[config.mk]
export PLATFORM = sky130hd
export DESIGN_NAME = sdram_cmd_front
export DESIGN_NICKNAME = d
export VERILOG_FILES = /design/src/rtl/sdram_cmd_pkg.sv /design/src/rtl/sdram_cmd_decode.sv /design/src/rtl/sdram_mode_check.sv /design/src/rtl/sdram_mode_regs.sv /design/src/rtl/sdram_cmd_front.sv
export SDC_FILE = /design/constraint.sdc
export NUM_CORES = 1
export LEC_CHECK = 0
export BUFFER_PORTS_ARGS = -buffer_cell sky130_fd_sc_hd__buf_4
export CORE_MARGIN = 2
export CORE_UTILIZATION = 45
export DETAILED_ROUTE_END_ITERATION = 6
export PLACE_DENSITY = 0.79
export SYNTH_ARGS = -nofsm -noshare
export SYNTH_HDL_FRONTEND = slang
export SYNTH_HIERARCHICAL = 1
export SYNTH_SLANG_ARGS = --single-unit
export TNS_END_PERCENT = 1
[constraint.sdc]
create_clock -name clk -period 0.8 [get_ports clk]
set_input_delay 0.04 -clock clk [delete_from_list [all_inputs] [get_ports clk]]
set_output_delay 0.04 -clock clk [all_outputs]
set_load 0.1 [all_outputs]
[src/rtl/sdram_cmd_pkg.sv]
package sdram_cmd_pkg;

    localparam int CMD_N  = 9;
    localparam int C_NOP  = 0;
    localparam int C_ACT  = 1;
    localparam int C_RD   = 2;
    localparam int C_WR   = 3;
    localparam int C_BST  = 4;
    localparam int C_PRE  = 5;
    localparam int C_AREF = 6;
    localparam int C_SREF = 7;
    localparam int C_LMR  = 8;

    typedef logic [2:0] opc_t;
    localparam opc_t OPC_NOP = 3'b111;
    localparam opc_t OPC_ACT = 3'b011;
    localparam opc_t OPC_RD  = 3'b101;
    localparam opc_t OPC_WR  = 3'b100;
    localparam opc_t OPC_BST = 3'b110;
    localparam opc_t OPC_PRE = 3'b010;
    localparam opc_t OPC_REF = 3'b001;
    localparam opc_t OPC_LMR = 3'b000;

    typedef struct packed {
        logic [2:0] bl;
        logic       bt;
        logic [2:0] cl;
        logic       dll_rst;
        logic       dll_en;
    } mode_t;

    localparam mode_t MODE_RST = '{bl: 3'b010, bt: 1'b0, cl: 3'b011,
                                   dll_rst: 1'b0, dll_en: 1'b1};

endpackage

[src/rtl/sdram_cmd_decode.sv]
module sdram_cmd_decode
    import sdram_cmd_pkg::*;
#(
    parameter int ADDR_W = 12,
    parameter int BA_W   = 2,
    parameter int COL_W  = 10,
    parameter int AP_BIT = 10
) (
    input  logic              cke,
    input  logic              cs_n,
    input  logic              ras_n,
    input  logic              cas_n,
    input  logic              we_n,
    input  logic [BA_W-1:0]   ba,
    input  logic [ADDR_W-1:0] addr,
    output logic [CMD_N-1:0]  cmd,
    output logic [BA_W-1:0]   bank,
    output logic [ADDR_W-1:0] aout,
    output logic              qual
);

    logic [ADDR_W-1:0] col_ext;
    opc_t              opc;

    // Column address widened to the bus width; the parameters pick the variant.
    generate
        if (ADDR_W > COL_W) begin : g_colpad
            assign col_ext = {{(ADDR_W-COL_W){1'b0}}, addr[COL_W-1:0]};
        end else begin : g_colfull
            assign col_ext = addr;
        end
    endgenerate

    assign opc = {ras_n, cas_n, we_n};

    always_comb begin
        cmd  = '0;
        bank = '0;
        aout = '0;
        qual = 1'b0;
        if (!cke) begin
            // Clock disabled: only self-refresh entry is recognised.
            if (!cs_n && opc == OPC_REF) begin
                cmd[C_SREF] = 1'b1;
            end
        end else if (cs_n) begin
            cmd[C_NOP] = 1'b1;
        end else begin
            case (opc)
                OPC_NOP: cmd[C_NOP] = 1'b1;
                OPC_ACT: begin
                    cmd[C_ACT] = 1'b1;
                    bank       = ba;
                    aout       = addr;
                end
                OPC_RD: begin
                    cmd[C_RD] = 1'b1;
                    bank      = ba;
                    aout      = col_ext;
                    qual      = addr[AP_BIT];
                end
                OPC_WR: begin
                    cmd[C_WR] = 1'b1;
                    bank      = ba;
                    aout      = col_ext;
                    qual      = addr[AP_BIT];
                end
                OPC_BST: cmd[C_BST] = 1'b1;
                OPC_PRE: begin
                    cmd[C_PRE] = 1'b1;
                    qual       = addr[AP_BIT];
                    bank       = addr[AP_BIT] ? '0 : ba;
                end
                OPC_REF: cmd[C_AREF] = 1'b1;
                default: cmd[C_LMR]  = 1'b1;
            endcase
        end
    end

endmodule

[src/rtl/sdram_mode_check.sv]
module sdram_mode_check
    import sdram_cmd_pkg::*;
#(
    parameter int ADDR_W = 12,
    parameter int BA_W   = 2
) (
    input  logic              wr_en,
    input  logic [BA_W-1:0]   ba,
    input  logic [ADDR_W-1:0] addr,
    input  mode_t             cur,
    output mode_t             nxt,
    output logic              err
);

    localparam int OP_LO = 7;
    localparam int OP_W  = ADDR_W - OP_LO;
    localparam logic [OP_W-1:0] OP_NORMAL = '0;
    localparam logic [OP_W-1:0] OP_DLLRST = OP_W'(2);

    logic [OP_W-1:0] op_f;
    logic            bl_ok;
    logic            cl_ok;
    logic            op_ok;
    logic            dll_req;
    logic            ext_ok;

    assign op_f    = addr[ADDR_W-1:OP_LO];
    assign bl_ok   = (addr[2:0] == 3'b001) || (addr[2:0] == 3'b010) || (addr[2:0] == 3'b011);
    assign cl_ok   = (addr[6:4] == 3'b010) || (addr[6:4] == 3'b011);
    assign dll_req = (op_f == OP_DLLRST);
    assign op_ok   = (op_f == OP_NORMAL) || dll_req;
    assign ext_ok  = (addr[ADDR_W-1:1] == '0);

    always_comb begin
        nxt         = cur;
        nxt.dll_rst = 1'b0;      // self-clearing
        err         = 1'b0;
        if (wr_en) begin
            if (ba == BA_W'(0)) begin
                if (bl_ok && cl_ok && op_ok) begin
                    nxt.bl      = addr[2:0];
                    nxt.bt      = addr[3];
                    nxt.cl      = addr[6:4];
                    nxt.dll_rst = dll_req;
                end else begin
                    err = 1'b1;
                end
            end else if (ba == BA_W'(1)) begin
                if (ext_ok) begin
                    nxt.dll_en = ~addr[0];
                end else begin
                    err = 1'b1;
                end
            end else begin
                err = 1'b1;
            end
        end
    end

endmodule

[src/rtl/sdram_mode_regs.sv]
module sdram_mode_regs
    import sdram_cmd_pkg::*;
(
    input  logic  clk,
    input  logic  rst_n,
    input  mode_t nxt,
    input  logic  err_in,
    output mode_t mode_q,
    output logic  err_q
);

    typedef struct packed {
        mode_t mode;
        logic  err;
    } st_t;

    st_t st_d;
    st_t st_q;

    always_comb begin
        st_d.mode = nxt;
        st_d.err  = err_in;
    end

    always_ff @(posedge clk or negedge rst_n) begin
        if (!rst_n) begin
            st_q <= '{mode: MODE_RST, err: 1'b0};
        end else begin
            st_q <= st_d;
        end
    end

    assign mode_q = st_q.mode;
    assign err_q  = st_q.err;

    // a rejected write keeps every stored field
    p_reject_keeps_r8: assert property (@(posedge clk) disable iff (!rst_n)
        err_q |-> ($stable(mode_q.bl) && $stable(mode_q.bt) &&
                   $stable(mode_q.cl) && $stable(mode_q.dll_en) && !mode_q.dll_rst));

endmodule

[src/rtl/sdram_cmd_front.sv]
module sdram_cmd_front
    import sdram_cmd_pkg::*;
#(
    parameter int ADDR_W = 12,
    parameter int BA_W   = 2,
    parameter int COL_W  = 10,
    parameter int AP_BIT = 10
) (
    input  logic              clk,
    input  logic              rst_n,
    input  logic              cke_i,
    input  logic              cs_n_i,
    input  logic              ras_n_i,
    input  logic              cas_n_i,
    input  logic              we_n_i,
    input  logic [BA_W-1:0]   ba_i,
    input  logic [ADDR_W-1:0] addr_i,
    output logic [CMD_N-1:0]  cmd_oh_o,
    output logic [BA_W-1:0]   bank_o,
    output logic [ADDR_W-1:0] addr_o,
    output logic              qual_o,
    output logic [2:0]        bl_o,
    output logic              bt_o,
    output logic [2:0]        cl_o,
    output logic              dll_rst_o,
    output logic              dll_en_o,
    output logic              mr_err_o
);

    typedef struct packed {
        logic [CMD_N-1:0]  cmd;
        logic [BA_W-1:0]   bank;
        logic [ADDR_W-1:0] addr;
        logic              qual;
    } out_t;

    logic [CMD_N-1:0]  dec_cmd;
    logic [BA_W-1:0]   dec_bank;
    logic [ADDR_W-1:0] dec_addr;
    logic              dec_qual;
    mode_t             chk_nxt;
    logic              chk_err;
    mode_t             mode_q;
    logic              err_q;
    out_t              out_d;
    out_t              out_q;

    sdram_cmd_decode #(
        .ADDR_W (ADDR_W),
        .BA_W   (BA_W),
        .COL_W  (COL_W),
        .AP_BIT (AP_BIT)
    ) u_decode (
        .cke   (cke_i),
        .cs_n  (cs_n_i),
        .ras_n (ras_n_i),
        .cas_n (cas_n_i),
        .we_n  (we_n_i),
        .ba    (ba_i),
        .addr  (addr_i),
        .cmd   (dec_cmd),
        .bank  (dec_bank),
        .aout  (dec_addr),
        .qual  (dec_qual)
    );

    sdram_mode_check #(
        .ADDR_W (ADDR_W),
        .BA_W   (BA_W)
    ) u_check (
        .wr_en (dec_cmd[C_LMR]),
        .ba    (ba_i),
        .addr  (addr_i),
        .cur   (mode_q),
        .nxt   (chk_nxt),
        .err   (chk_err)
    );

    sdram_mode_regs u_regs (
        .clk    (clk),
        .rst_n  (rst_n),
        .nxt    (chk_nxt),
        .err_in (chk_err),
        .mode_q (mode_q),
        .err_q  (err_q)
    );

    always_comb begin
        out_d.cmd  = dec_cmd;
        out_d.bank = dec_bank;
        out_d.addr = dec_addr;
        out_d.qual = dec_qual;
    end

    always_ff @(posedge clk or negedge rst_n) begin
        if (!rst_n) begin
            out_q <= '0;
        end else begin
            out_q <= out_d;
        end
    end

    assign cmd_oh_o  = out_q.cmd;
    assign bank_o    = out_q.bank;
    assign addr_o    = out_q.addr;
    assign qual_o    = out_q.qual;
    assign bl_o      = mode_q.bl;
    assign bt_o      = mode_q.bt;
    assign cl_o      = mode_q.cl;
    assign dll_rst_o = mode_q.dll_rst;
    assign dll_en_o  = mode_q.dll_en;
    assign mr_err_o  = err_q;

    // never more than one strobe
    p_strobe_onehot_r2: assert property (@(posedge clk) disable iff (!rst_n)
        $onehot0(cmd_oh_o));

    // deselect with the clock enabled always reports NOP
    p_deselect_nop_r1: assert property (@(posedge clk) disable iff (!rst_n)
        (cke_i && cs_n_i) |=> (cmd_oh_o == {{(CMD_N-1){1'b0}}, 1'b1}));

    // self refresh only from a low clock enable, auto refresh only from high
    p_sref_needs_low_cke_r3: assert property (@(posedge clk) disable iff (!rst_n)
        cmd_oh_o[C_SREF] |-> !$past(cke_i));
    p_aref_needs_high_cke_r3: assert property (@(posedge clk) disable iff (!rst_n)
        cmd_oh_o[C_AREF] |-> $past(cke_i));

    // qualifier only accompanies read, write or precharge
    p_qual_scope_r4: assert property (@(posedge clk) disable iff (!rst_n)
        qual_o |-> (cmd_oh_o[C_RD] || cmd_oh_o[C_WR] || cmd_oh_o[C_PRE]));

    // column reports carry no bits above the column field
    p_col_upper_zero_r5: assert property (@(posedge clk) disable iff (!rst_n)
        (cmd_oh_o[C_RD] || cmd_oh_o[C_WR]) |-> (addr_o >> COL_W) == '0);

    // DLL reset pulse only with a load-mode strobe
    p_dllrst_with_lmr_r7: assert property (@(posedge clk) disable iff (!rst_n)
        dll_rst_o |-> cmd_oh_o[C_LMR]);

    // the error pulse only with a load-mode strobe
    p_err_with_lmr_r8: assert property (@(posedge clk) disable iff (!rst_n)
        mr_err_o |-> cmd_oh_o[C_LMR]);

endmodule

==> flow_summary.toml <==
[yosys]
synth.top_cells.by_area = "sky130_fd_sc_hd__dfrtp_1 (57%), sky130_fd_sc_hd__dfstp_2 (8.0%), sky130_fd_sc_hd__and2_1 (5.7%), sky130_fd_sc_hd__mux2_2 (3.4%), sky130_fd_sc_hd__nor4_4 (1.6%)"
synthDominantAreaCellType = "sky130_fd_sc_hd__dfrtp_1"
postSynthCellCount = 95
synth-edff-count = 0
yosys.area_share.adder_pct = 0
synth-seq-area-share_pct = 65.5
ys_ff_latch = 34
synth_simple_gate_area_share_pct = 24.9
synth_area_per_cell_um2 = 13.8
synth_top_cell_area_share_pct = 57.5
synth_fp_nets = 116
yosys_warnings = 6
synth_xor_xnor_area_share_pct = 0
synth_top_family_by_area = "simple AND/OR/NAND/NOR gates"
synthDistinctLibCells = 33
fraction_of_the_mapped_netlist_area_in_compound_gates_pct = 3.93
synth_ff_type = "sky130_fd_sc_hd__dfrtp_1"
total_standard_cell_area_after_synthesis_mm2 = 0.00131
share_of_async_settable_or_async_resettable_flops_after_synthesis_pct = 100
yosys-mux-area-fraction_pct = 4.21

[finish]
layout.cell_area.non_filler_mm2 = 0.00241
final_net_count = 202
n_antenna_cell = 0
multi_input_area_um2 = 470
fillerInstances = 114
sequential_cell_area_um2 = 856
drive_above_1_share_pct = 53.8
area.growth.synth_to_final_pct = 84.9

[timing]
timing.slew.headroom_pct = 64.8
finalCriticalPeriod_ns = 1.21
final-setup-viol-count = 44
hold_viol = 1
final.hold.worst_slack_ns = -0.0388
worst_slack_ns = -0.409
rsz0062_at_grt = "yes"
skew_ns = 0
period_utilization_post_route_pct = 151
fmaxAchievable_ghz = 0.827
final_max_slew_viol_count = 0
worst-slew-pin-transition_ns = 0.520
fin_tns_setup_ns = -9.32

[drt]
postRouteAntennaNets = 0
detail_route.first_pass.iterations = 4
route.detailed.drc = 0
drt_first_iter_violations = 17
route.vias.total = 1120
drt-vias-per-instance = 5.26
wl_per_cell_um = 19.4
route.final.wire_length_um = 4130

[worst_setup_path]
endpoint_kind = "flop"
critical_path_class = "input port to flop"
crit_path_cell_trace = "buf_6, or4_4, nor4_4, buf_6, mux2_4"
cp.buffers_inverters = 2
timing.critical_path.slowest_cell_delay_ns = 0.55
required_ns = 1.03
cell_type_with_the_highest_occurrence_count_on_the_critical_path = "sky130_fd_sc_hd__buf_6"
top_delay_family_on_crit_path = "simple AND/OR/NAND/NOR gates"
crit_path_top_delay_cell = "sky130_fd_sc_hd__or4_4"
arrival_ns = 1.44
crit_path_max_fanout = 8
worst_setup_path_start_kind = "input port"

[power_and_ir_drop]
leakage_nw = 1.18
switchingPower_mw = 1.00
internal_power_mw = 2.45
power.share.combinational_pct = 19.2
max-vdd-ir-drop_mv = 1.61
post-layout-total-power_mw = 3.45
share_clk_of_total_power_pct = 29.5
power.share.switching_pct = 29.1
sequentialPowerShare_pct = 51.2
power_density_mw_per_mm2 = 1430

[run]
cap_violations = 0

[placed_design]
pre_cts_slack_ns = -0.808
routabilityCongestion = 0.814
place.port_buffers = 54
dp.final_hpwl_um = 2240
detailed_place.area_mm2 = 0.00185

[floorplan]
core_area_mm2 = 0.00276
die_w_um = 57.9
fp.dieH_um = 57.9
die_area_mm2 = 0.00335
floorplan.rows = 19
pin_count = 55
initial_core_util_pct = 47.4

[cts]
clock_tree.htree_level_count = 2
clock-sinks = 34
clock_latency_on_the_worst_skew_pair_ns = 0.34
tritoncts.num_buffers = 5
clock_tree_from_tritoncts = "yes"
cts_hold_repair.buffers = 13
cts-root-buf = "sky130_fd_sc_hd__clkbuf_4"
cts_buffer_depth = 2
clk_transition_reported_paths_ns = 0.10

[outcome]
outcome = "finished, violations left"
violations = "hold timing, setup timing"

[global_routing]
grt_pass1_wl_um = 6390
number_of_global_route_vias_before_repair = 1284
grt_antenna_before_repair = 0
grt_max_degree = 35
grt_overflow = 0
globalRouteTotalUtil_pct = 26.4

[hold_path]
hold_path.class = "input port to flop"
[timing repair]
action                                 4_1_cts  5_1_grt
setup endpoints to repair                   44       44
gates resized for setup                     82       11
cloned                                       0        0
pin swaps                                    3        1
endpoints found under the hold margin       53        2
buffers inserted                             2        0
[power by group through the flow]
stage | clock network (mW) | registers, mW | logic, mW
after floorplan | 0 | 1.99 | 0.0943
final | 1.02 | 1.77 | 0.663
after global routing | 1.10 | 1.77 | 0.693
after CTS | 0.995 | 1.76 | 0.640
after global placement | 0 | 1.78 | 0.524
after detailed placement | 0 | 1.79 | 0.535
[placed cells by master, fill, tap and decap left out, drive strengths merged]
cell type	count
a21boi	1
a21oi	1
a31oi	1
and2	13
and2b	2
and3	3
buf	67
clkbuf	7
clkinv	1
dfrtp	30
dfstp	4
dlygate4sd3	13
inv	3
mux2	4
mux2i	1
nand2	2
nand2b	4
nand3b	2
nand4	1
nor2	5
nor2b	3
nor3	4
nor4	3
nor4b	1
o211ai	1
o21ai	2
or2	1
or3	1
or4	1
[logic make-up after synthesis]
kind of cell | after synthesis
DFF | 34
buffers and inverters | 4
AOI/OAI and AO/OA | 6
muxes | 5
and+or+nand+nor | 46
[cell type report]
type | instances | area share, %
clock buffer | 7 | 2.28
clock inverter | 1 | 0.207
inverter | 3 | 0.466
multi-input combinational | 57 | 19.5
sequential | 34 | 35.4
tap | 31 | 1.61
timing repair buffer | 80 | 40.5
[worst min-delay path, cell delays in order]
cell	delay [ns]
sky130_fd_sc_hd__buf_6	0.08
sky130_fd_sc_hd__buf_4	0.11
sky130_fd_sc_hd__nor4_1	0.05
[worst paths after layout]
kind | start | to | slack (ns) | cells after the start
worst max register to register | u_regs/mode_q[0]$_DFF_PN1_ | u_regs/mode_q[0]$_DFF_PN1_ | -0.03 | 2
max in group asynchronous | rst_n | u_regs/mode_q[3]$_DFF_PN1_ | 0.29 | 2
worst min register to register | u_regs/mode_q[0]$_DFF_PN1_ | u_regs/mode_q[0]$_DFF_PN1_ | 0.52 | 2
worst min-delay path | cs_n_i | cmd_oh_o[7]$_DFF_PN0_ | -0.04 | 3
worst max-delay path | ba_i[1] | u_regs/mode_q[6]$_DFF_PN0_ | -0.41 | 5
min in group asynchronous | rst_n | addr_o[1]$_DFF_PN0_ | 0.18 | 2
[layer usage]
| layer | global-route usage [%] | share of wire [%] | up-vias |
|---|---|---|---|
| met4 | 12.3 | 2.4 | 0 |
| met5 | 0 | 0 | - |
| met3 | 5.58 | 5.3 | 12 |
| li1 | - | - | 493 |
| met1 | 28.2 | 34 | 568 |
| met2 | 49.0 | 58 | 47 |
[synth_stat cells (2+ instances only)]
library cell               instances
sky130_fd_sc_hd__and2_1           12
sky130_fd_sc_hd__and2b_2           2
sky130_fd_sc_hd__and3_1            3
sky130_fd_sc_hd__dfrtp_1          30
sky130_fd_sc_hd__dfstp_2           4
sky130_fd_sc_hd__inv_1             3
sky130_fd_sc_hd__mux2_2            4
sky130_fd_sc_hd__nand2_1           2
sky130_fd_sc_hd__nand2b_2          2
sky130_fd_sc_hd__nor2_1            4
sky130_fd_sc_hd__nor2b_1           3
sky130_fd_sc_hd__nor3_1            4
sky130_fd_sc_hd__nor4_1            2
[metrics by stage]
step | util [%] | std cells
5_1_grt | 87.6 | 213
6_report | 87.6 | 213
3_5_place_dp | 67.0 | 190
4_1_cts | 85.9 | 213
3_3_place_gp | 67.0 | 190
2_1_floorplan | - | 95
[flip-flops by register name, summed over array words and instances (netlist names)]
signal / flops
addr_o: 12
cmd_oh_o: 9
u_regs/mode_q: 9
bank_o: 2
qual_o: 1
u_regs/err_q: 1
Note: power is estimated with default switching activity, not from simulation.
